==> src/rtl/stream_arb_pkg.sv <==
package stream_arb_pkg;

    typedef enum logic {
        ARB_BEAT   = 1'b0,
        ARB_PACKET = 1'b1
    } arb_mode_e;

    // index after cur, wrapping n-1 back to 0
    function automatic int idx_after(input int cur, input int n);
        return (cur == n - 1) ? 0 : cur + 1;
    endfunction

    // base + step folded into 0..n-1 by one conditional subtraction
    function automatic int idx_fold(input int base, input int step, input int n);
        int v;
        v = base + step;
        if (v >= n) v = v - n;
        return v;
    endfunction

endpackage

==> src/rtl/rr_scan.sv <==
module rr_scan
    import stream_arb_pkg::*;
#(
    parameter int N  = 4,
    parameter int SW = 2
) (
    input  logic [N-1:0]  req,
    input  logic [SW-1:0] base,
    output logic          found,
    output logic [SW-1:0] idx
);
    always_comb begin
        found = 1'b0;
        idx   = '0;
        for (int i = 0; i < N; i++) begin
            int pos;
            pos = idx_fold(int'(base), i, N);
            if (!found && req[pos]) begin
                found = 1'b1;
                idx   = SW'(pos);
            end
        end
    end
endmodule

==> src/rtl/grant_ctrl.sv <==
module grant_ctrl
    import stream_arb_pkg::*;
#(
    parameter int        N    = 4,
    parameter int        SW   = 2,
    parameter arb_mode_e MODE = ARB_PACKET
) (
    input  logic          clk,
    input  logic          rst,
    input  logic          win_found,
    input  logic [SW-1:0] win_idx,
    input  logic [N-1:0]  src_valid,
    input  logic [N-1:0]  src_last,
    input  logic          out_ready,
    output logic [SW-1:0] ptr,
    output logic [SW-1:0] eff_sel,
    output logic          eff_valid
);
    logic [SW-1:0] sel_q;
    logic          locked_q;
    logic          hs;
    logic          unit_end;
    logic          unit_done;

    always_comb begin
        eff_sel   = locked_q ? sel_q : win_idx;
        eff_valid = locked_q ? src_valid[sel_q] : win_found;
        hs        = eff_valid && out_ready;
        unit_end  = (MODE == ARB_PACKET) ? src_last[eff_sel] : 1'b1;
        unit_done = hs && unit_end;
    end

    always_ff @(posedge clk) begin
        if (rst) begin
            ptr      <= '0;
            sel_q    <= '0;
            locked_q <= 1'b0;
        end else if (eff_valid) begin
            if (!hs) begin
                sel_q    <= eff_sel;
                locked_q <= 1'b1;
            end else if (unit_end) begin
                locked_q <= 1'b0;
                ptr      <= SW'(idx_after(int'(eff_sel), N));
            end else begin
                sel_q    <= eff_sel;
                locked_q <= 1'b1;
            end
        end
    end

    AST_DONE_UNLOCKS: assert property (@(posedge clk) disable iff (rst)
        unit_done |=> !locked_q);
    AST_STALL_LOCKS: assert property (@(posedge clk) disable iff (rst)
        (eff_valid && !out_ready) |=> (locked_q && sel_q == $past(eff_sel)));
    AST_PTR_FROM_WIN: assert property (@(posedge clk) disable iff (rst)
        unit_done |=> (ptr != $past(eff_sel)) || (N == 1));
endmodule

==> src/rtl/strm_rr_merge.sv <==
module strm_rr_merge
    import stream_arb_pkg::*;
#(
    parameter int        SRC_COUNT = 4,
    parameter int        DATA_W    = 8,
    parameter arb_mode_e MODE      = ARB_PACKET
) (
    input  logic                             clk,
    input  logic                             rst,
    input  logic [SRC_COUNT-1:0][DATA_W-1:0] src_data,
    input  logic [SRC_COUNT-1:0]             src_valid,
    input  logic [SRC_COUNT-1:0]             src_last,
    output logic [SRC_COUNT-1:0]             src_ready,
    output logic [DATA_W-1:0]                out_data,
    output logic                             out_valid,
    output logic                             out_last,
    input  logic                             out_ready
);
    localparam int SW = (SRC_COUNT > 1) ? $clog2(SRC_COUNT) : 1;

    logic [SW-1:0] ptr;
    logic          win_found;
    logic [SW-1:0] win_idx;
    logic [SW-1:0] eff_sel;
    logic          eff_valid;

    rr_scan #(.N(SRC_COUNT), .SW(SW)) u_scan (
        .req   (src_valid),
        .base  (ptr),
        .found (win_found),
        .idx   (win_idx)
    );

    grant_ctrl #(.N(SRC_COUNT), .SW(SW), .MODE(MODE)) u_ctrl (
        .clk       (clk),
        .rst       (rst),
        .win_found (win_found),
        .win_idx   (win_idx),
        .src_valid (src_valid),
        .src_last  (src_last),
        .out_ready (out_ready),
        .ptr       (ptr),
        .eff_sel   (eff_sel),
        .eff_valid (eff_valid)
    );

    always_comb begin
        out_valid = eff_valid;
        out_data  = eff_valid ? src_data[eff_sel] : '0;
        out_last  = eff_valid ? src_last[eff_sel] : 1'b0;
        for (int i = 0; i < SRC_COUNT; i++) begin
            src_ready[i] = (eff_valid && (eff_sel == SW'(i))) ? out_ready : 1'b0;
        end
    end

    AST_ONE_READY: assert property (@(posedge clk) disable iff (rst)
        $onehot0(src_ready));
    AST_READY_FOLLOWS: assert property (@(posedge clk) disable iff (rst)
        (src_ready != '0) |-> (out_ready && out_valid));
    AST_IDLE_QUIET: assert property (@(posedge clk) disable iff (rst)
        !out_valid |-> (out_data == '0 && !out_last && src_ready == '0));
    AST_STALL_STABLE: assert property (@(posedge clk) disable iff (rst)
        (out_valid && !out_ready) |=> (out_valid && $stable(out_data) && $stable(out_last)));

    generate
        if (MODE == ARB_PACKET) begin : g_pkt_chk
            AST_PKT_STAYS: assert property (@(posedge clk) disable iff (rst)
                (out_valid && out_ready && !out_last) |=> (!out_valid || eff_sel == $past(eff_sel)));
        end
    endgenerate
endmodule

==> config.mk <==
export PLATFORM = sky130hd
export DESIGN_NAME = strm_rr_merge
export DESIGN_NICKNAME = d
export VERILOG_FILES = /design/src/rtl/stream_arb_pkg.sv /design/src/rtl/rr_scan.sv /design/src/rtl/grant_ctrl.sv /design/src/rtl/strm_rr_merge.sv
export SDC_FILE = /design/constraint.sdc
export NUM_CORES = 1
export LEC_CHECK = 0
export ABC_CLOCK_PERIOD_IN_PS = 2550
export BUFFER_PORTS_ARGS = -buffer_cell sky130_fd_sc_hd__buf_2
export CAP_MARGIN = 20
export CORE_UTILIZATION = 38
export CTS_CLUSTER_SIZE = 30
export DETAILED_ROUTE_END_ITERATION = 10
export HOLD_SLACK_MARGIN = 0.03
export PLACE_DENSITY = 0.79
export SYNTH_ARGS = -nofsm -noshare
export SYNTH_HDL_FRONTEND = slang
export SYNTH_HIERARCHICAL = 1
export SYNTH_SLANG_ARGS = --single-unit
==> constraint.sdc <==
create_clock -name clk -period 2.55 [get_ports clk]
set_input_delay 0.1275 -clock clk [delete_from_list [all_inputs] [get_ports clk]]
set_output_delay 0.1275 -clock clk [all_outputs]
set_load 0.02 [all_outputs]
==> results of run 1 <==
registers in the layout (all words and copies together), names as in the netlist:
| name | flops |
|---|---|
| u_ctrl/locked_q | 1 |
| u_ctrl/ptr | 2 |
| u_ctrl/sel_q | 2 |
per-stage QoR:
| step | utilization, % | worst slack [ps] | power [mW] | instances |
|---|---|---|---|---|
| floorplan | - | 381.6 | 0.5581 | 81 |
| global placement | 61.07 | 325.9 | 0.6815 | 159 |
| detailed placement | 61.07 | 264.8 | 0.6975 | 159 |
| CTS | 62.72 | 138.0 | 0.7918 | 163 |
| global route | 62.87 | 17.98 | 0.8469 | 163 |
| finish | 62.87 | 169.6 | 0.7897 | 163 |
cell families (layout without fill, tap and decap cells):
kind of cell | after synthesis | after routing
multiplexers | 24 | 24
XOR/XNOR | 1 | 1
flip-flops | 5 | 5
AND/OR/NAND/NOR | 15 | 15
AO/OA/AOI/OAI | 24 | 24
buffers and inverters | 12 | 70
cells in the mapped netlist, drive strengths merged:
master   n  share of area, %
dfxtp    5                15
mux2     3               6.0
nor2b    1              0.92
o22ai    9               8.2
a221o    1               1.5
mux4     2               6.6
buf      3               4.0
a21oi    5               3.7
a31oi    1              0.92
xnor2    1               1.3
a211oi   5               5.5
nand2b   2               1.8
inv      9               4.9
o221ai   1               1.3
nand2    2               1.1
and3     1               1.6
nor2     4               2.2
nand3    2               1.5
o21ai    1              0.73
mux2i   19                28
or2b     1               1.1
a21o     1               1.1
nor3     2               1.5
per-layer routing:
layer	vias to the layer above	part of all wire, %	wire, um
li1	428	-	-
met1	386	40	790
met2	44	53	1053
met3	2	6.3	124
met4	0	0.76	15
met5	-	0	0
worst min-delay path by stage:
stage	from	to	slack, ps	cells after the start
6_report	rst	u_ctrl/locked_q	130	2
3_3_place_gp	rst	u_ctrl/locked_q	380	2
3_5_place_dp	rst	u_ctrl/locked_q	380	2
4_1_cts	rst	u_ctrl/locked_q	130	2
5_1_grt	rst	u_ctrl/locked_q	140	2
2_1_floorplan	rst	u_ctrl/locked_q	200	1
power groups by stage:
| stage | logic [mW] | registers [mW] | clock network [mW] |
|---|---|---|---|
| 2_1_floorplan | 0.442 | 0.116 | 0 |
| 3_3_place_gp | 0.562 | 0.120 | 0 |
| 3_5_place_dp | 0.576 | 0.122 | 0 |
| 4_1_cts | 0.580 | 0.121 | 0.0904 |
| 5_1_grt | 0.627 | 0.124 | 0.0954 |
| 6_report | 0.582 | 0.121 | 0.0866 |
layout make-up:
type                    count  area (um^2)  share of cell area [%]
clock buffers               4        26.28                   2.622
inverters                   9        33.78                   3.371
multi-input cells          64        524.3                   52.31
flip-flops and latches      5        100.1                   9.988
well taps                  24        30.03                   2.996
repair buffers             57        287.8                   28.71
==> out/qor.txt, run 1 <==
IO buf count = 56
Final Skew = 0.6129 ps
Leak = 0.4978 nW
Adder-cell share of the synthesized area = 0%
Critical Path RT = 2420 ps
Combinational fraction of design power = 73.7%
Crit path depth = 6
Final hold violation count = 0
Minimum clock period = 2380 ps
CP arrival = 2250 ps
Worst setup path end = out_data[1]
Synthesized area = 683.2 um^2
CTS tree = yes
Antenna violations before repair = 0
Setup TNS = 0 ps
Status = completed
RSZ-0062 raised after global routing = false
Most common cell after layout, fill and taps aside = buf_2
Sw Ratio = 48.19%
Final ANT Viol Nets = 0
CTS Buffer Depth = 2
Yosys reg bits = 5
Slew Viols, Final = 0
Share of layout cells above drive strength 1 = 48.92%
Fmax = 420.1 MHz
Met1 Use GR = 23.75%
Layout area overhead = 46.70%
H-tree depth = 1
Initial Util = 42.86%
Largest family of logic cells by synthesized area = multiplexers
First-pass GRT wire length = 3091 um
Avg Inst Size Synth = 8.434 um^2
Most used routing layer = met2
Tightest Pin Transition = 340.9 ps
GP Congestion = 0.7627
Critical Path Source Type = flop
Psw = 380.5 uW
Largest net degree at the start of global routing = 16
Final worst path period share = 93.35%
Most frequent cells in the layout = buf_2, mux2i_1, o22ai_1, inv_1
FF-to-FF End = u_ctrl/sel_q[1]
Grt met2 use = 39.41%
Initial DRC Count = 14
Worst r2r src = u_ctrl/ptr[0]
Flop pwr share = 15.3%
Syn nets = 124
GR Overflow Total = 0
Crit-path max cell delay = 530 ps
Synth unique cells = 26
Gr usage total = 20.93%
Post-detailed-route wirelength per cell = 12.17 um
Worst path cell trace = mux4_2 -> mux2i_1 -> inv_1 -> nand2_1 -> o22ai_1 -> buf_2
Ys Warns = 6
Remaining DRCs = 0
Slew headroom = 76.62%
FF-to-FF path depth = 7
Int Power = 409.2 uW
HP Class = primary input to flop
Crit path max fanout = 9
Worst reg2reg setup slack = 200 ps
Fin Hold WS = 134.1 ps
Core ar. = 1594 um^2
M3 GR Usage = 0.4082%
FP Rows = 14
IR drop worst, VDD = 0.4379 mV
Vias per cell = 5.276
Post-Synth Simple-Gate Area = 11.72%
N_diodes = 0
Io pins = 57
HPWL after DPL = 1627 um
Mapped Cells = 81
Clock network power share = 11.0%
WL final = 1983 um
Vias in the first global route = 814
Worst-Skew Late Latency = 230 ps
Final setup vio count = 0
Clk sink count = 5
CTS Buf Count = 3
Drt first pass iters = 4
Clock root buffer = clkbuf_4
# fillers = 152
Clock transition at the registers of the reported paths = 40 ps
Synth Area in Compound Gates = 22.89%
CTS Hold Bufs = 0
Die width = 44.40 um
CP Capture Type = output port
Final #Nets = 183
Seq/Total Area, Yosys = 14.65%
Xor/xnor cell area share of the yosys netlist = 1.282%
Mux cell area share after synthesis = 40.48%
Vias = 860
Slowest stage cell, crit path = mux4_2
Total die area = 1971 um^2
Worst setup path category = flop to output port
Critical Path Source = u_ctrl/sel_q[0]
Final instance area = 1002 um^2
Postcts setup bufs = 0
Die height = 44.40 um
Post-CTS Resized = 0
WP buf/inv = 2
Placed standard-cell area = 973.4 um^2
Cell family with most CP delay = multiplexers
Pwr Density = 788.0 nW/um^2
Max-cap violations = 0
(Power assumes the default switching activity.)
==> inputs of run 2 (changes only) <==
--- a/config.mk
+++ b/config.mk
@@ -8,12 +8,11 @@
 export ABC_CLOCK_PERIOD_IN_PS = 2550
 export BUFFER_PORTS_ARGS = -buffer_cell sky130_fd_sc_hd__buf_2
 export CAP_MARGIN = 20
-export CORE_UTILIZATION = 38
+export CORE_UTILIZATION = 41
 export CTS_CLUSTER_SIZE = 30
 export DETAILED_ROUTE_END_ITERATION = 10
 export HOLD_SLACK_MARGIN = 0.03
 export PLACE_DENSITY = 0.79
 export SYNTH_ARGS = -nofsm -noshare
 export SYNTH_HDL_FRONTEND = slang
-export SYNTH_HIERARCHICAL = 1
 export SYNTH_SLANG_ARGS = --single-unit
==> out/qor.txt, run 2 <==
Worst-Skew Late Latency = 230 ps (about the same)
Synth top area cells = mux2i_1, dfxtp_1, mux2_2 (was mux2i_1, dfxtp_1, o22ai_1)
Hold Startpoint = rst (unchanged)
Die height = 47.52 um (was 44.40 um)
Post-synth ARST share = 0% (unchanged)
Slew headroom = 68.99% (was 76.62%)
Initial Util = 43.30% (was 42.86%)
Vias = 1004 (was 860)
Final hold violation count = 0 (unchanged)
Clock root buffer = clkbuf_4 (unchanged)
Vias in the first global route = 918 (was 814)
Synthesized area = 849.6 um^2 (was 683.2 um^2)
Gr usage total = 21.49% (was 20.93%)
CP Capture Type = output port (unchanged)
RSZ-0062 raised after global routing = false (unchanged)
WL final = 2271 um (was 1983 um)
Share of layout cells above drive strength 1 = 49.69% (was 48.92%)
Largest registers = u_ctrl.ptr x2, u_ctrl.sel_q x2, u_ctrl.locked_q x1 (was u_ctrl/ptr x2, u_ctrl/sel_q x2, u_ctrl/locked_q x1)
Avg Inst Size Synth = 8.581 um^2 (was 8.434 um^2)
HP Class = primary input to flop (unchanged)
Final #Nets = 207 (was 183)
Fmax = 426.1 MHz (was 420.1 MHz)
Vias per cell = 5.398 (was 5.276)
Final setup vio count = 0 (unchanged)
Syn nets = 146 (was 124)
Critical Path RT = 2420 ps (about the same)
Max-cap violations = 0 (unchanged)
Yosys top cell by area = mux2i_1 (unchanged)
Setup TNS = 0 ps (unchanged)
Final worst path period share = 92.03% (was 93.35%)
Worst Hold Depth = 2 (unchanged)
Minimum clock period = 2347 ps (was 2380 ps)
Post-CTS Resized = 0 (unchanged)
Pwr Density = 666.0 nW/um^2 (was 788.0 nW/um^2)
Seq/Total Area, Yosys = 11.78% (was 14.65%)
CTS Hold Bufs = 0 (unchanged)
FF-to-FF path depth = 6 (was 7)
N_diodes = 0 (unchanged)
HPWL after DPL = 1902 um (was 1627 um)
Yosys top cell area share = 14.14% (was 27.84%)
Remaining DRCs = 0 (unchanged)
CTS Buf Count = 3 (unchanged)
EDFF count, synth = 0 (unchanged)
Worst r2r src = u_ctrl.locked_q (was u_ctrl/ptr[0])
Final Skew = 1.211 ps (was 0.6129 ps)
GP Congestion = 0.8527 (was 0.7627)
Commonest cells post-synth = mux2i_1, nor2_1, a211oi_1, mux2_2 (was mux2i_1, o22ai_1, inv_1)
Worst reg2reg setup slack = 420 ps (was 200 ps)
Clk sink count = 5 (unchanged)
FF-to-FF End = u_ctrl.sel_q[0] (was u_ctrl/sel_q[1])
Die width = 47.52 um (was 44.40 um)
Final core utilization = 61.22% (was 62.87%)
CTS tree = yes (unchanged)
First-pass GRT wire length = 3539 um (was 3091 um)
Final ANT Viol Nets = 0 (unchanged)
Total die area = 2258 um^2 (was 1971 um^2)
Yosys reg bits = 5 (unchanged)
Slew Viols, Final = 0 (unchanged)
FP Rows = 16 (was 14)
Drt first pass iters = 4 (unchanged)
Tightest Pin Transition = 464.1 ps (was 340.9 ps)
Clock transition at the registers of the reported paths = 40 ps (about the same)
Largest net degree at the start of global routing = 19 (was 16)
Status = completed (unchanged)
Initial DRC Count = 16 (was 14)
Core ar. = 1962 um^2 (was 1594 um^2)
GR Overflow Total = 0 (unchanged)
Most frequent cells in the layout = buf_2, mux2i_1, nor2_1, mux2_2, a211oi_1 (was buf_2, mux2i_1, o22ai_1, inv_1)
Synth unique cells = 35 (was 26)
Worst setup path category = flop to output port (unchanged)
Mapped Cells = 99 (was 81)
CTS Buffer Depth = 2 (unchanged)
Most common cell after layout, fill and taps aside = buf_2 (unchanged)
IO buf count = 56 (unchanged)
Post-detailed-route wirelength per cell = 12.21 um (was 12.17 um)
Ys flop type = dfxtp_1 (unchanged)
Crit path max fanout = 17 (was 9)
Layout area overhead = 41.38% (was 46.70%)
Leak = 0.5812 nW (was 0.4978 nW)
CP arrival = 2220 ps (was 2250 ps)
Ys Warns = 0 (was 6)
H-tree depth = 1 (unchanged)
Antenna violations before repair = 0 (unchanged)
IR drop worst, VDD = 0.3596 mV (was 0.4379 mV)
Worst hold endpoint = u_ctrl.ptr[0] (was u_ctrl/locked_q)
Postcts setup bufs = 0 (unchanged)
Io pins = 57 (unchanged)
Critical Path Source Type = flop (unchanged)
## run 2: changes by cell type after synthesis, sizes merged, moves of 3 or more
cell    delta
inv        -4
o22ai      -9
mux2i      -7
nand2      +3
mux2       +6
nor2       +9
ha         +4
a211oi     +3
and2       +4
nor2b      +3
## run 2: kinds of logic after synthesis
family | count (synthesis) | synth area share [%]
AOI/OAI and AO/OA | 25 | 27.10
buffers and inverters | 10 | 5.302
and+or+nand+nor | 33 | 20.77
muxes | 22 | 29.16
adders and majority gates | 4 | 5.891
DFF | 5 | 11.78
## run 2: worst max-delay path by stage
| stage | endpoint | slack (ps) | startpoint | cells after the start |
|---|---|---|---|---|
| 5_1_grt | out_last | 70 | u_ctrl.locked_q | 7 |
| 4_1_cts | out_last | 210 | u_ctrl.locked_q | 7 |
| 6_report | out_last | 200 | u_ctrl.locked_q | 7 |
| 3_5_place_dp | u_ctrl.sel_q[0] | 440 | u_ctrl.locked_q | 6 |
| 2_1_floorplan | out_data[0] | 490 | u_ctrl.ptr[1] | 6 |
| 3_3_place_gp | u_ctrl.sel_q[0] | 510 | u_ctrl.locked_q | 6 |
## run 2: critical path, stage by stage, from the launching register on
cell	delay (ps)
dfxtp_1	530
mux2i_1	140
o31a_1	160
nor2_4	380
mux2_4	380
o21ai_0	170
nor2_1	50
buf_2	160
## run 2: cell type report
cell class | instances | area (um^2)
fillers | 193 | 760.7
flip-flops and latches | 5 | 100.1
inverters | 5 | 18.77
well taps | 27 | 33.78
clock buffers | 4 | 26.28
multi-input cells | 84 | 704.4
repair buffers | 61 | 317.8
## run 2: per-layer routing
| metal | wire length [um] | GRT usage, % |
|---|---|---|
| met1 | 945 | 25.68 |
| met2 | 1142 | 41.37 |
| met3 | 183 | 3.396 |
| met4 | 0 | 1.714 |
| met5 | 0 | 0 |
## run 2: where the power goes
group / total [mW] / switching [mW] / leakage [nW] / internal (mW)
Sequential: 0.122 / 0.0269 / 0.0413 / 0.0950
Combinational: 0.591 / 0.330 / 0.525 / 0.261
Clock: 0.0872 / 0.0283 / 0.0150 / 0.0589
Total: 0.800 / 0.385 / 0.581 / 0.415
## run 2: stage by stage
stage          setup WS [ps]  area (um^2)  hold WS, ps  instances  total power [mW]
2_1_floorplan          485.4        849.6        205.8         99            0.5421
3_3_place_gp           511.7         1175        341.7        182            0.6971
3_5_place_dp           439.0         1175        341.0        182            0.7139
4_1_cts                205.2         1201        95.55        186            0.8061
5_1_grt                68.25         1201        95.78        186            0.8681
6_report               203.3         1201        102.7        186            0.8000
